[src/rtl/irq_router_pkg.sv]
package irq_router_pkg;

    localparam int WORD_W = 32;
    localparam int ADDR_W = 8;

    // Offset of the wake-control register
    localparam logic [ADDR_W-1:0] OFS_CTRL = 8'h14;

    // Offsets inside one bank window, relative to its base
    localparam logic [ADDR_W-1:0] REL_IRQ   = 8'h00;
    localparam logic [ADDR_W-1:0] REL_MASK  = 8'h04;
    localparam logic [ADDR_W-1:0] REL_ROUTE = 8'h08;
    localparam logic [ADDR_W-1:0] REL_FIQ   = 8'h0C;
    localparam logic [ADDR_W-1:0] REL_RAW   = 8'h10;

    typedef enum logic [2:0] {
        SEL_NONE,
        SEL_IRQ,
        SEL_MASK,
        SEL_ROUTE,
        SEL_FIQ,
        SEL_RAW
    } bank_sel_e;

    typedef struct packed {
        logic irq_req;
        logic fiq_req;
        logic wake_req;
    } bank_flags_t;

    // Window base of bank b: first bank at zero, later banks after the priority area
    function automatic logic [ADDR_W-1:0] bank_base(input int b);
        if (b == 0) return 8'h00;
        return 8'h9C + ADDR_W'(20 * (b - 1));
    endfunction

    function automatic bank_sel_e decode_bank(input logic [ADDR_W-1:0] addr,
                                              input logic [ADDR_W-1:0] base);
        logic [ADDR_W-1:0] rel;
        rel = addr - base;
        case (rel)
            REL_IRQ:   return SEL_IRQ;
            REL_MASK:  return SEL_MASK;
            REL_ROUTE: return SEL_ROUTE;
            REL_FIQ:   return SEL_FIQ;
            REL_RAW:   return SEL_RAW;
            default:   return SEL_NONE;
        endcase
    endfunction

endpackage

[src/rtl/irq_bank.sv]
module irq_bank
    import irq_router_pkg::*;
#(
    parameter int W = 32,
    parameter logic [ADDR_W-1:0] BASE = 8'h00
) (
    input  logic              clk,
    input  logic              rst,
    input  logic [W-1:0]      src,
    input  logic              wr_en,
    input  logic [ADDR_W-1:0] addr,
    input  logic [W-1:0]      wdata,
    input  logic              wake_strict,
    output bank_flags_t       flags,
    output logic [WORD_W-1:0] rd_val,
    output logic              rd_hit
);

    logic [W-1:0] pend_q;
    logic [W-1:0] en_q;
    logic [W-1:0] route_q;
    logic [W-1:0] live;
    logic [W-1:0] view;
    bank_sel_e    sel;

    assign sel = decode_bank(addr, BASE);

    always_ff @(posedge clk) begin
        if (rst) begin
            pend_q  <= '0;
            en_q    <= '0;
            route_q <= '0;
        end else begin
            pend_q <= src;
            if (wr_en && sel == SEL_MASK)  en_q    <= wdata;
            if (wr_en && sel == SEL_ROUTE) route_q <= wdata;
        end
    end

    assign live = pend_q & en_q;

    always_comb begin
        flags.irq_req  = |(live & ~route_q);
        flags.fiq_req  = |(live & route_q);
        flags.wake_req = |(pend_q & (en_q | {W{~wake_strict}}));
    end

    always_comb begin
        case (sel)
            SEL_IRQ:   view = live & ~route_q;
            SEL_FIQ:   view = live & route_q;
            SEL_MASK:  view = en_q;
            SEL_ROUTE: view = route_q;
            SEL_RAW:   view = pend_q;
            default:   view = '0;
        endcase
        rd_val         = '0;
        rd_val[W-1:0]  = view;
        rd_hit         = (sel != SEL_NONE);
    end

    AST_MASK_HOLDS: assert property (@(posedge clk) disable iff (rst)
        !(wr_en && sel == SEL_MASK) |=> $stable(en_q));
    AST_ROUTE_HOLDS: assert property (@(posedge clk) disable iff (rst)
        !(wr_en && sel == SEL_ROUTE) |=> $stable(route_q));

endmodule

[src/rtl/irq_idle_ctrl.sv]
module irq_idle_ctrl
    import irq_router_pkg::*;
#(
    parameter int NB = 2
) (
    input  logic              clk,
    input  logic              rst,
    input  logic              wr_en,
    input  logic [ADDR_W-1:0] addr,
    input  logic              wbit,
    input  logic              cpu_halted,
    input  logic [NB-1:0]     bank_wake,
    output logic              wake_strict,
    output logic              wake_out,
    output logic [WORD_W-1:0] ctrl_rd,
    output logic              ctrl_hit
);

    logic strict_q;
    logic halted_q;

    assign ctrl_hit = (addr == OFS_CTRL);

    always_ff @(posedge clk) begin
        if (rst) begin
            strict_q <= 1'b1;
            halted_q <= 1'b0;
        end else begin
            halted_q <= cpu_halted;
            if (wr_en && ctrl_hit) strict_q <= wbit;
        end
    end

    assign wake_strict = strict_q;
    assign wake_out    = halted_q & (|bank_wake);

    always_comb begin
        ctrl_rd    = '0;
        ctrl_rd[0] = ctrl_hit & strict_q;
    end

    AST_WAKE_NEEDS_HALT: assert property (@(posedge clk) disable iff (rst)
        wake_out |-> $past(cpu_halted));
    AST_STRICT_HOLDS: assert property (@(posedge clk) disable iff (rst)
        !(wr_en && ctrl_hit) |=> $stable(strict_q));

endmodule

[src/rtl/irq_line_merge.sv]
module irq_line_merge
    import irq_router_pkg::*;
#(
    parameter int NB = 2
) (
    input  bank_flags_t [NB-1:0] flags,
    output logic                 irq_out,
    output logic                 fiq_out,
    output logic [NB-1:0]        wake_vec
);

    always_comb begin
        irq_out = 1'b0;
        fiq_out = 1'b0;
        for (int b = 0; b < NB; b++) begin
            irq_out     = irq_out | flags[b].irq_req;
            fiq_out     = fiq_out | flags[b].fiq_req;
            wake_vec[b] = flags[b].wake_req;
        end
    end

endmodule

[src/rtl/dual_bank_irq_router.sv]
module dual_bank_irq_router
    import irq_router_pkg::*;
#(
    parameter int NUM_SRC = 40
) (
    input  logic                clk,
    input  logic                rst,
    input  logic [NUM_SRC-1:0]  src_level,
    input  logic                cpu_halted,
    input  logic                reg_wr,
    input  logic [ADDR_W-1:0]   reg_addr,
    input  logic [WORD_W-1:0]   reg_wdata,
    output logic [WORD_W-1:0]   reg_rdata,
    output logic                irq_out,
    output logic                fiq_out,
    output logic                wake_out
);

    localparam int NB = (NUM_SRC + WORD_W - 1) / WORD_W;

    bank_flags_t [NB-1:0]             flags;
    logic [NB-1:0][WORD_W-1:0]        bank_rd;
    logic [NB-1:0]                    bank_hit;
    logic [NB-1:0]                    wake_vec;
    logic                             wake_strict;
    logic [WORD_W-1:0]                ctrl_rd;
    logic                             ctrl_hit;
    logic [WORD_W-1:0]                rd_next;
    logic                             mapped;

    for (genvar b = 0; b < NB; b++) begin : g_bank
        localparam int LO = b * WORD_W;
        localparam int W  = (NUM_SRC - LO) < WORD_W ? (NUM_SRC - LO) : WORD_W;
        irq_bank #(
            .W    (W),
            .BASE (bank_base(b))
        ) u_bank (
            .clk         (clk),
            .rst         (rst),
            .src         (src_level[LO +: W]),
            .wr_en       (reg_wr),
            .addr        (reg_addr),
            .wdata       (reg_wdata[W-1:0]),
            .wake_strict (wake_strict),
            .flags       (flags[b]),
            .rd_val      (bank_rd[b]),
            .rd_hit      (bank_hit[b])
        );
    end

    irq_line_merge #(.NB(NB)) u_merge (
        .flags    (flags),
        .irq_out  (irq_out),
        .fiq_out  (fiq_out),
        .wake_vec (wake_vec)
    );

    irq_idle_ctrl #(.NB(NB)) u_idle (
        .clk         (clk),
        .rst         (rst),
        .wr_en       (reg_wr),
        .addr        (reg_addr),
        .wbit        (reg_wdata[0]),
        .cpu_halted  (cpu_halted),
        .bank_wake   (wake_vec),
        .wake_strict (wake_strict),
        .wake_out    (wake_out),
        .ctrl_rd     (ctrl_rd),
        .ctrl_hit    (ctrl_hit)
    );

    always_comb begin
        rd_next = ctrl_rd;
        for (int b = 0; b < NB; b++) rd_next = rd_next | bank_rd[b];
        mapped = ctrl_hit | (|bank_hit);
    end

    always_ff @(posedge clk) begin
        if (rst) reg_rdata <= '0;
        else     reg_rdata <= rd_next;
    end

    AST_FIQ_NEEDS_SOURCE: assert property (@(posedge clk) disable iff (rst)
        fiq_out |-> ($past(src_level) != '0));
    AST_IRQ_NEEDS_SOURCE: assert property (@(posedge clk) disable iff (rst)
        irq_out |-> ($past(src_level) != '0));
    AST_STRICT_WAKE_ENABLED: assert property (@(posedge clk) disable iff (rst)
        (wake_strict && wake_out) |-> (irq_out || fiq_out));
    AST_UNMAPPED_READ_ZERO: assert property (@(posedge clk) disable iff (rst)
        !mapped |=> (reg_rdata == '0));

endmodule

[config.mk]
export PLATFORM = sky130hd
export DESIGN_NAME = dual_bank_irq_router
export DESIGN_NICKNAME = d
export VERILOG_FILES = /design/src/rtl/irq_router_pkg.sv /design/src/rtl/irq_bank.sv /design/src/rtl/irq_idle_ctrl.sv /design/src/rtl/irq_line_merge.sv /design/src/rtl/dual_bank_irq_router.sv
export SDC_FILE = /design/constraint.sdc
export NUM_CORES = 1
export LEC_CHECK = 0
export ABC_AREA = 1
export BUFFER_PORTS_ARGS = -buffer_cell sky130_fd_sc_hd__buf_2
export CORE_ASPECT_RATIO = 1.2
export CORE_MARGIN = 4
export CORE_UTILIZATION = 56
export CTS_BUF_LIST = sky130_fd_sc_hd__clkbuf_4 sky130_fd_sc_hd__clkbuf_8
export DETAILED_ROUTE_END_ITERATION = 16
export PLACE_DENSITY_LB_ADDON = 0.1
export SYNTH_ARGS = -nofsm -noshare
export SYNTH_HDL_FRONTEND = slang
export SYNTH_SLANG_ARGS = --single-unit
export TNS_END_PERCENT = 5
[constraint.sdc]
create_clock -name clk -period 3.1 [get_ports clk]
set_input_delay 0.31 -clock clk [delete_from_list [all_inputs] [get_ports clk]]
set_output_delay 0.31 -clock clk [all_outputs]
set_load 0.01 [all_outputs]
Word level (Yosys, flattened, before mapping)
Cells that the tools add are included.
- add/sub/neg operators: 1
- equality and inequality tests: 19
- mux-type cells: 4
- bitwise operators: 19
- reduce and logical (&&, ||, !) cells: 12
- operator list (operator ; count):
    $pmux W32 S5 ; 1
    $and A32 B32 Y32 ; 4
    $reduce_or A32 Y1 ; 2
    $pmux W8 S5 ; 1
    $reduce_or A40 Y1 ; 1
    $and A8 B8 Y8 ; 4
    $eq A8 B4 Y1 const B ; 4
    $not A32 Y32 ; 1
    $or A1 B32 Y32 ; 1
    $or A32 B32 Y32 ; 1
    $or A32 B8 Y32 ; 1
    $pmux W3 S5 ; 2
    $eq A8 B5 Y1 const B ; 3
    $eq A8 B3 Y1 const B ; 2
    $logic_not A8 Y1 ; 2
    $reduce_or A8 Y1 ; 2
    $eq A3 B2 Y1 const B ; 4
    $eq A3 B3 Y1 const B ; 4
    $not A8 Y8 ; 1
    $or A8 B8 Y8 ; 1
    $sub A8 B8 Y8 const B ; 1
    $eq A3 B1 Y1 const B ; 2
    $logic_and A1 B1 Y1 ; 5
    $and A1 B1 Y1 ; 2
    2 further kinds ; 3
- register bits after elaboration: 154
- input bits: 84
- output and inout bits: 35
- word-level logic and storage cells: 64

Logic depth before layout (Yosys ltp)
Gate-level depths: netlist (run 1).
- depth in word-level cells: 6
- depth in mapped cells: 12

Hierarchy
A second synthesis (run 1) with hierarchy kept.
- cell total of the unflattened synthesis: 1577
- area total of the unflattened synthesis: 9288.9 µm²
- by module, submodules not included (module ; times used ; cells each ; area an instance (µm²) ; sequential area each (µm²)):
    irq_bank at g_bank[0].u_bank ; 1 ; 1120 ; 6132.1 ; 1921.8
    irq_bank at g_bank[1].u_bank ; 1 ; 260 ; 1664.1 ; 480.5
    dual_bank_irq_router ; 1 ; 131 ; 1074.8 ; 640.6
    irq_idle_ctrl ; 1 ; 58 ; 380.4 ; 40.0
    irq_line_merge ; 1 ; 8 ; 37.5 ; 0.0

Least setup slack after synthesis (run 1)
OpenSTA, ideal clock, no wires.
- path type: in2reg
- from: input port reg_addr[5]
- to: register g_bank[0].u_bank.en_q[7]
- setup time: 0.119 ns
- data arrival time: 1.410 ns
- data required time: 2.981 ns
- slack: 1.571 ns
- stages on the path: 9
- cells stage by stage: nor2_2 -> nand3_2 -> inv_2 -> nand2_4 -> nor2_2 -> inv_2 -> buf_2 -> o21ai_0 -> a21oi_1
- cells in the longest elaborated chain, start to end: 4
- elaborated cells between the ends (all ways): 8
- classes of those cells: eq/ne (5); mux (1); reduce/logical (2)
- RTL lines (item ; line ; text):
    from (decl) ; dual_bank_irq_router.sv:11 ; input logic [ADDR_W-1:0] reg_addr,
    $eq A8 B5 Y1 (tied with other cells) ; irq_router_pkg.sv:41 ; case (rel)
    $pmux W3 S5 (*) ; irq_router_pkg.sv:41 ;
    $eq A3 B2 Y1 (*) ; irq_bank.sv:35 ; if (wr_en && sel == SEL_MASK) en_q <= wdata;
    $logic_and A1 B1 Y1 (*) ; irq_bank.sv:35 ;
    to (signal assigned) ; irq_bank.sv:35 ;
    to (decl) ; irq_bank.sv:20 ; logic [W-1:0] en_q;
Mark *: on every way between the ends. The rest lies on a longest branch, timed or not.
A chain may end at the register's enable or synchronous reset.

Worst setup path in the final report (run 1)
- from: register u_idle.strict_q (netlist: u_idle.wake_strict)
- to: output port wake_out
- cells in the longest elaborated chain, start to end: 5
- elaborated cells between the ends (all ways): 7
- classes of those cells: bitwise (6); reduce/logical (1)
- RTL lines (item ; line ; text):
    from (decl) ; irq_idle_ctrl.sv:19 ; logic strict_q;
    from (signal assigned) ; irq_idle_ctrl.sv:30 ; if (wr_en && ctrl_hit) strict_q <= wbit;
    $not A1 Y1 (*) ; irq_bank.sv:45 ; flags.wake_req = |(pend_q & (en_q | {W{~wake_strict}}));
    $or A32 B32 Y32 or $or A8 B8 Y8 (tied branches) ; irq_bank.sv:45 ;
    $and A32 B32 Y32 or $and A8 B8 Y8 (tied branches) ; irq_bank.sv:45 ;
    $reduce_or A40 Y1 (*) ; irq_idle_ctrl.sv:35 ; assign wake_out = halted_q & (|bank_wake);
    $and A1 B1 Y1 (*) ; irq_idle_ctrl.sv:35 ;
    to (decl) ; dual_bank_irq_router.sv:16 ; output logic wake_out
Marked as above.

==> results of run 1 <==
layout by cell type, fill, tap and decap left out, types with 2 or more instances in the layout:
cell	synthesis	layout
o2bb2ai_1	2	2
clkbuf_8	0	19
inv_6	0	3
a32o_1	2	2
nand2_2	5	5
nand2_1	143	143
nor2_4	7	7
a31o_2	2	2
nor3_1	22	22
dfxtp_1	154	154
nand3_1	35	35
buf_2	17	118
nor4_1	15	15
nand2_4	2	2
o2111ai_1	4	4
bufinv_16	0	2
o21ai_1	11	11
clkinv_4	0	3
inv_1	172	172
a21oi_1	54	54
nor2_1	178	178
o21ai_0	72	72
a31oi_1	6	6
nand3_2	2	2
a221oi_1	10	10
o22ai_1	26	26
clkinvlp_4	0	2
a211oi_1	31	31
clkinv_2	0	2
buf_4	4	10
nand4_1	27	27
nor2_2	6	6
inv_2	10	10
or2_2	2	2
flip-flops by register name, indices dropped and copies added, names as in the netlist:
register               cells
u_idle.halted_q            1
g_bank.u_bank.route_q     40
g_bank.u_bank.pend_q      40
g_bank.u_bank.en_q        40
u_idle.wake_strict         1
reg_rdata                 32
stage by stage:
step | power (mW) | setup slack (ns) | area [um^2] | hold WS, ns
2_1_floorplan | 2.177 | 1.571 | 7380 | 0.4170
3_3_place_gp | 2.283 | 0.9014 | 8050 | 0.4686
3_5_place_dp | 2.284 | 0.9321 | 8050 | 0.4661
4_1_cts | 3.809 | 0.5474 | 8457 | 0.02460
5_1_grt | 3.923 | 0.3859 | 8457 | 0.02527
6_report | 3.793 | 0.5159 | 8457 | 0.04437
power by group through the flow:
stage | clock [mW] | combinational, mW | sequential [mW]
floorplan | 0 | 0.105 | 2.07
global placement | 0 | 0.198 | 2.08
detailed placement | 0 | 0.200 | 2.08
CTS | 1.57 | 0.201 | 2.04
global route | 1.66 | 0.224 | 2.04
finish | 1.55 | 0.202 | 2.04
final cells by class:
class / instances / area, um^2
Tap cell: 164 / 205.2
Fill cell: 1189 / 4324
Inverter: 182 / 683.2
Clock buffer: 20 / 269.0
Multi-Input combinational cell: 676 / 3393
Clock inverter: 12 / 137.6
Timing Repair Buffer: 129 / 685.7
Sequential cell: 154 / 3083
worst max-delay path, stage by stage, from the launching register on:
cell	delay, ns
dfxtp_1	0.31
buf_4	0.16
inv_1	0.17
o21ai_0	0.19
nand2_1	0.10
nor3_1	0.40
nand2_1	0.11
nor2_1	0.19
nor2_1	0.05
buf_2	0.13
per-layer routing:
metal	track usage [%]	vias up
met1	39.26	3408
met2	50.36	382
li1	-	3684
met5	0	-
met4	15.50	0
met3	5.861	74
path summary, 6_finish.rpt:
path	from	to	slack [ns]
worst max-delay path	u_idle.wake_strict	wake_out	0.52
worst max register to register	g_bank[0].u_bank.pend_q[6]	reg_rdata[6]	1.69
worst min-delay path	src_level[16]	g_bank[0].u_bank.pend_q[16]	0.04
worst min register to register	g_bank[0].u_bank.en_q[3]	g_bank[0].u_bank.en_q[3]	0.48
logic make-up (layout without fill, tap and decap cells):
family          after synthesis  count (layout)  synth area share [%]
buf+inv                     225             343                 12.24
flops                       154             154                 41.78
simple gates                449             449                 27.60
compound gates              227             227                 18.38
==> impl_metrics.ini, run 1 <==
[clock_tree]
clk_pin_slew_worst_paths_ns = 0.09
ctsResizeCount = 0
clockBufferDepth = 2
clockRootBuffer = clkbuf_8
clock_sinks = 154
cts_tree = done
htreeDepth = 4
clock_latency_ns = 0.46
ctsHoldBuffers = 0
cts_post_setup_buffers_inserted = 0
cts_buffers = 17

[critical_path]
critPathArrivalTime_ns = 2.27
cp.required_ns = 2.79
cp-start-kind = flop
crit_fanout = 6
worst-r2r-cell-count = 7
critPathKind = reg2out
end_kind = primary output

[run_status]
status = complete, no violations

[finish]
drive_gt1_share_pct = 17.31
final_nets = 1244
utilization_pct = 66.17
diodes = 0
syn_to_final_growth_pct = 14.60
finish.cell_count_without_fillers = 1337

[flow_run]
cap_violations = 0

[global_routing]
gr-total-overflow = 0
grt_max_degree = 77
grt_pass1_wl_mm = 36.68
grt_pass1_vias = 7003
grt_usage_pct = 31.02
antenna_found_initial = 0

[sta]
setup_violations = 0
fmax_mhz = 387.0
tns_ns = 0
fin_skew_ns = 0.009678
rsz0062_at_grt = no
hold_viol = 0
slew_violations = 0
post-route-min-period_ns = 2.584
slew-limit-headroom_pct = 45.42
tightestPinTransition_ns = 0.8187
fin_crit_sh_pct = 83.36

[die]
die_w_um = 112.8
ios = 119
start_util_pct = 57.74
row_count = 45
dieHeight_um = 133.8
core-area_um2 = 12780
dieArea_um2 = 15090

[route]
drtIter0Drc = 905
route.met2.wl_mm = 11.06
route.detailed.drc = 0
wl_per_cell_um = 17.56
wl_met3_mm = 1.977
wirelength_met1_mm = 9.378
totalWireLength_mm = 23.48
antenna_left = 0
via_count = 7548
first_pass_iters = 6
routed_via_density = 5.645
topRoutingLayerUsed = met4

[synth]
synthFlopType = dfxtp_1
synthArstFlopShare_pct = 0
ys_seq_area_share_pct = 41.78
synthDistinctLibCells = 43
mappedNetlistArea_um2 = 7380
synthCells = 1055
synth_warnings = 0
syn_nets = 1139
synth_edf_count = 0
yosysTopAreaCell = dfxtp_1
ys_seq_elements = 154
synth_top_area_share_pct = 41.78
post-synth-top-count-cell = nor2_1
netlist_top_cells_area = dfxtp_1 (42%), nor2_1 (9.1%), inv_1 (8.7%), nand2_1 (7.3%), o21ai_0 (4.9%)
postSynthAreaPerCell_um2 = 6.995
synth_commonest_cells = nor2_1 (178), inv_1 (172), dfxtp_1 (154)

[power_and_ir_drop]
power_density_nw_per_um2 = 448.5
netSwitchingFraction_pct = 24.74
vdd_drop_max_v = 0.0003696
p_leak_nw = 3.882
seq_power_share_pct = 53.8
clkPwrFrac_pct = 40.9
power.internal_mw = 2.855
pwr-share-comb_pct = 5.3
power.switching_mw = 0.9382

[placement]
io_buffers = 118
place_inst = 1305
hpwlAfterDp_mm = 17.31
place.gp.congestion = 0.9818

[min_path]
min_path_type = in2reg
holdPathStages = 3
(Power assumes the default switching activity.)
==> run 2, diff against run 1 <==
CORE_UTILIZATION = 53   (was 56)
clock period = 2.2 ns   (was 3.1 ns; I/O delays follow)
==> run 2 against run 1 <==
  * The run now ends with setup timing left
  * Power is 42% higher
  * Combinational power is 79% higher
  * Die area is 5.3% higher
  * Utilization is 1.8 points higher
  * Clock skew is 0.0034 ns higher
  * Non-clock buffer count is 59 higher
  * Cell area is 7.8% higher
  * Global-route usage is 0.32 points higher
  * Critical path depth is 1 lower
  * Critical path type unchanged
  * Largest cell class unchanged
==> impl_metrics.ini, run 2 (synthesis gave the netlist of run 1 again) <==
[sta]
rsz0062_at_grt = yes
finalHoldWorstSlack_ns = 0.01620
fin_skew_ns = 0.01311
tightestPinTransition_ns = 0.8242
fin_crit_sh_pct = 101.2
hold_viol = 0
fmax_mhz = 449.1
slew-limit-headroom_pct = 45.06
timing.final.ws_setup_ns = -0.02674
post-route-min-period_ns = 2.227
setup_violations = 2
slew_violations = 0

[global_routing]
antenna_found_initial = 0
grt_pass1_vias = 7344
use_met2_pct = 52.67
grt_max_degree = 77
met1_usage_pct = 38.16
grt_usage_pct = 31.33
gr-total-overflow = 0
busiest_layer = met2
grt_pass1_wl_mm = 38.27
grt_use_met3_pct = 5.360

[critical_path]
crit_start = g_bank[0].u_bank.pend_q[17]
r2r_slack_ns = 0.72
critPathKind = reg2out
worstReg2RegStart = g_bank[0].u_bank.pend_q[3]
worst_r2r_endpoint = reg_rdata[3]
cp.required_ns = 1.98
worstSetupEndpoint = fiq_out
worst-r2r-cell-count = 8
end_kind = primary output
cp-start-kind = flop
critPathArrivalTime_ns = 2.01
crit_fanout = 2

[power_and_ir_drop]
clkPwrFrac_pct = 39.7
power.internal_mw = 4.037
netSwitchingFraction_pct = 24.86
pwr-share-comb_pct = 6.7
p_leak_nw = 4.164
power_density_nw_per_um2 = 589.6
seq_power_share_pct = 53.6
power.switching_mw = 1.336
vdd_drop_max_v = 0.0004297

[clock_tree]
clock_sinks = 154
clockRootBuffer = clkbuf_8
clk_pin_slew_worst_paths_ns = 0.08
htreeDepth = 4
cts_buffers = 17
cts_tree = done
clockBufferDepth = 2
clock_latency_ns = 0.47

[flow_run]
cap_violations = 0

[route]
via_count = 7804
antenna_left = 0
routed_via_density = 5.578
first_pass_iters = 6
totalWireLength_mm = 24.71
route.detailed.drc = 0
drtIter0Drc = 665
wl_per_cell_um = 17.66

[finish]
syn_to_final_growth_pct = 23.50
mostFrequentLayoutCell = nor2_1
diodes = 0
top_regs = g_bank.u_bank.en_q (40), g_bank.u_bank.pend_q (40), g_bank.u_bank.route_q (40)
drive_gt1_share_pct = 19.66
final_nets = 1303
mostFrequentLayoutCells = nor2_1 (177), inv_1 (171), dfxtp_1 (146)

[die]
die_w_um = 115.7
row_count = 46
core-area_um2 = 13410
start_util_pct = 55.03
dieArea_um2 = 15880
ios = 119
dieHeight_um = 137.3

[run_status]
violations = setup timing
status = complete, but fails checks

[placement]
dp_slack_ns = 0.1745
hpwlAfterDp_mm = 18.03
place.gp.congestion = 0.9632
io_buffers = 118

[min_path]
min_path_type = in2reg
run 2: cell count changes in the layout (fill, tap and decap cells not counted), sizes merged:
| cell | delta |
|---|---|
| clkinv | -3 |
| clkbuf | +3 |
| buf | +10 |
| bufinv | -1 |
| dlygate4sd3 | +49 |
run 2: power by group through the flow:
| stage | registers, mW | clock network, mW | logic [mW] |
|---|---|---|---|
| 2_1_floorplan | 2.92 | 0 | 0.148 |
| 3_3_place_gp | 2.94 | 0 | 0.282 |
| 3_5_place_dp | 2.94 | 0 | 0.284 |
| 4_1_cts | 2.88 | 2.16 | 0.355 |
| 5_1_grt | 2.88 | 2.26 | 0.398 |
| 6_report | 2.88 | 2.13 | 0.361 |
run 2: final cells by class:
class	count	area, um^2
fillers	1175	4297
multi-input cells	676	3482
flip-flops and latches	154	3098
repair buffers	188	1251
inverters	182	683.2
clock buffers	23	304.0
well taps	168	210.2
clock inverters	8	85.08
run 2: worst max-delay path, cell delays in order, from the launching register on:
cell and delay [ns]:
dfxtp_4 0.36, nand2_4 0.10, inv_2 0.05, nand2_2 0.06, nand4_1 0.17, nor4_2 0.33
buf_4 0.17, nand4_1 0.13, buf_2 0.18
run 2: per-stage QoR:
| stage | utilization [%] | cells | setup TNS, ns | area, um^2 | total power [mW] |
|---|---|---|---|---|---|
| 6_report | 67.96 | 1399 | -0.04352 | 9114 | 5.373 |
| 5_1_grt | 67.96 | 1399 | -0.2041 | 9114 | 5.544 |
| 4_1_cts | 67.81 | 1399 | -0.01843 | 9094 | 5.391 |
| 2_1_floorplan | - | 1055 | 0 | 7380 | 3.067 |
| 3_5_place_dp | 60.51 | 1317 | 0 | 8115 | 3.225 |
| 3_3_place_gp | 60.51 | 1317 | 0 | 8115 | 3.224 |
run 2: repair_timing:
item / in CTS / in global routing
hold endpoints to repair: 50 / 0
gates resized for setup: 26 / 7
hold buffers: 49 / 0
endpoints found under the setup margin: 3 / 3
pin swaps: 6 / 6
setup buffers: 2 / 0
run 2: worst min path at each step:
stage,depth (start not counted),from,endpoint
after floorplan,2,src_level[0],g_bank[0].u_bank.pend_q[0]
after global placement,3,src_level[18],g_bank[0].u_bank.pend_q[18]
after detailed placement,3,src_level[23],g_bank[0].u_bank.pend_q[23]
after CTS,3,reg_wdata[18],g_bank[0].u_bank.en_q[18]
after global routing,3,reg_wdata[23],g_bank[0].u_bank.en_q[23]
final,3,reg_wdata[25],g_bank[0].u_bank.en_q[25]
run 2: metal layers:
metal | share of wire [%] | up-vias
met2 | 48 | 402
li1 | - | 3791
met4 | 5.0 | 0
met1 | 40 | 3521
met5 | 0 | -
met3 | 7.1 | 90
==> run 3, diff against run 2 <==
CELL_PAD_IN_SITES_DETAIL_PLACEMENT = 0   (was not set)
CELL_PAD_IN_SITES_GLOBAL_PLACEMENT = 1   (was not set)
CORE_UTILIZATION = 38   (was 53)
==> run 3 against run 2 <==
  * The flow still finishes with violations (setup timing)
  * Routed wire length up 8.1%
  * Sequential power about the same
  * Non-clock buffer count up 15
  * Combinational power up 3%
  * Critical path type unchanged
==> impl_metrics.ini, run 3 (synthesis gave the netlist of run 1 again) <==
[critical_path]
crit_fanout = 3
worst_r2r_endpoint = reg_rdata[3]
cp-start-kind = flop
worst-r2r-cell-count = 8
end_kind = primary output
r2r_slack_ns = 0.77
critPathArrivalTime_ns = 2.00
critPathKind = reg2out
worstReg2RegStart = g_bank[0].u_bank.pend_q[3]
cp.required_ns = 1.98

[clock_tree]
cts_buffers = 17
clockRootBuffer = clkbuf_8
htreeDepth = 4
clk_pin_slew_worst_paths_ns = 0.09
clock_sinks = 154
clock_latency_ns = 0.46
cts_tree = done
clockBufferDepth = 2

[finish]
utilization_pct = 49.74
mostFrequentLayoutCell = nor2_1
stdcell_area_um2 = 9448
drive_gt1_share_pct = 20.47
diodes = 0
mostFrequentLayoutCells = nor2_1 (176), inv_1 (170), dfxtp_1 (147)
final_nets = 1318
syn_to_final_growth_pct = 28.03
top_regs = g_bank.u_bank.en_q (40), g_bank.u_bank.pend_q (40), g_bank.u_bank.route_q (40)

[min_path]
min_to = g_bank[0].u_bank.en_q[10]
worstHoldStart = reg_wdata[10]
min_path_type = in2reg
holdPathStages = 3

[power_and_ir_drop]
p_leak_nw = 4.281
power_density_nw_per_um2 = 604.2
vdd_drop_max_v = 0.0003897
total_power_mw = 5.708

[route]
via_count = 7637
first_pass_iters = 5
antenna_left = 0
route.detailed.drc = 0
totalWireLength_mm = 26.72
routed_via_density = 5.085
drtIter0Drc = 609
wl_per_cell_um = 17.79

[placement]
place.gp.congestion = 0.8655
io_buffers = 118
placed_cell_area_um2 = 8283
hpwlAfterDp_mm = 19.66

[run_status]
status = complete, but fails checks
violations = setup timing

[global_routing]
gr-total-overflow = 0
antenna_found_initial = 0
grt_usage_pct = 24.84
grt_max_degree = 77
grt_pass1_vias = 7480
grt_pass1_wl_mm = 41.46

[die]
dieHeight_um = 160.7
ios = 119
die_w_um = 135.2
start_util_pct = 38.85
row_count = 55
dieArea_um2 = 21720
core-area_um2 = 18990

[sta]
tightestPinTransition_ns = 0.7969
fin_skew_ns = 0.009066
finalHoldWorstSlack_ns = 0.01616
rsz0062_at_grt = yes
hold_viol = 0
fin_crit_sh_pct = 101.0
timing.final.ws_setup_ns = -0.02157
fmax_mhz = 450.1
post-route-min-period_ns = 2.222
setup_violations = 3
slew_violations = 0
slew-limit-headroom_pct = 46.87

[flow_run]
cap_violations = 0
[run 3: per-stage QoR]
step / setup TNS, ns / setup slack, ns / cells
3_3_place_gp: 0 / 0.2247 / 1411
5_1_grt: -0.4380 / -0.1696 / 1502
4_1_cts: -0.2189 / -0.1102 / 1502
2_1_floorplan: 0 / 0.7607 / 1055
6_report: -0.03390 / -0.02157 / 1502
3_5_place_dp: 0 / 0.2195 / 1411
[run 3: layer usage]
layer | global-route usage [%] | wire (um)
met1 | 30.76 | 11310
met2 | 42.01 | 13150
met3 | 4.637 | 1247
met4 | 10.68 | 1014
met5 | 0 | 0
[run 3: area by class of cell]
type | count | area, um^2
clock buffer | 19 | 261.5
clock inverter | 12 | 187.7
fill | 2011 | 9545
inverter | 182 | 685.7
multi-input combinational | 676 | 3497
sequential | 154 | 3097
tap | 256 | 320.3
timing repair buffer | 203 | 1399
[run 3: where the power goes]
| part | switching (mW) | total, mW | internal, mW |
|---|---|---|---|
| combinational | 0.203 | 0.372 | 0.169 |
| sequential | 0.0480 | 2.88 | 2.83 |
| clock | 1.15 | 2.46 | 1.31 |
[run 3: worst max-delay path by stage]
stage | startpoint | to | slack (ns) | cells after the start
after detailed placement | g_bank[0].u_bank.pend_q[16] | fiq_out | 0.22 | 8
after global routing | g_bank[0].u_bank.en_q[17] | wake_out | -0.17 | 10
final | g_bank[0].u_bank.pend_q[16] | irq_out | -0.02 | 9
after floorplan | reg_addr[5] | g_bank[0].u_bank.en_q[7] | 0.76 | 9
after CTS | g_bank[0].u_bank.pend_q[16] | fiq_out | -0.11 | 8
after global placement | g_bank[0].u_bank.pend_q[16] | fiq_out | 0.22 | 8
[run 3: worst max-delay path, cell delays in order (launching register included)]
cell and delay, ns:
dfxtp_4 0.38, nand2_4 0.06, buf_4 0.13, nor2_1 0.06, inv_1 0.05, nand4_1 0.19
nor4_2 0.21, buf_4 0.15, nand4_1 0.13, buf_2 0.18
[run 3: what timing repair did]
action / 4_1_cts / 5_1_grt
hold buffers: 53 / 0
endpoints found under the hold margin: 55 / 0
pin swaps: 5 / 3
gates resized for setup: 29 / 9
setup endpoints to repair: 3 / 3
buffers inserted: 7 / 0
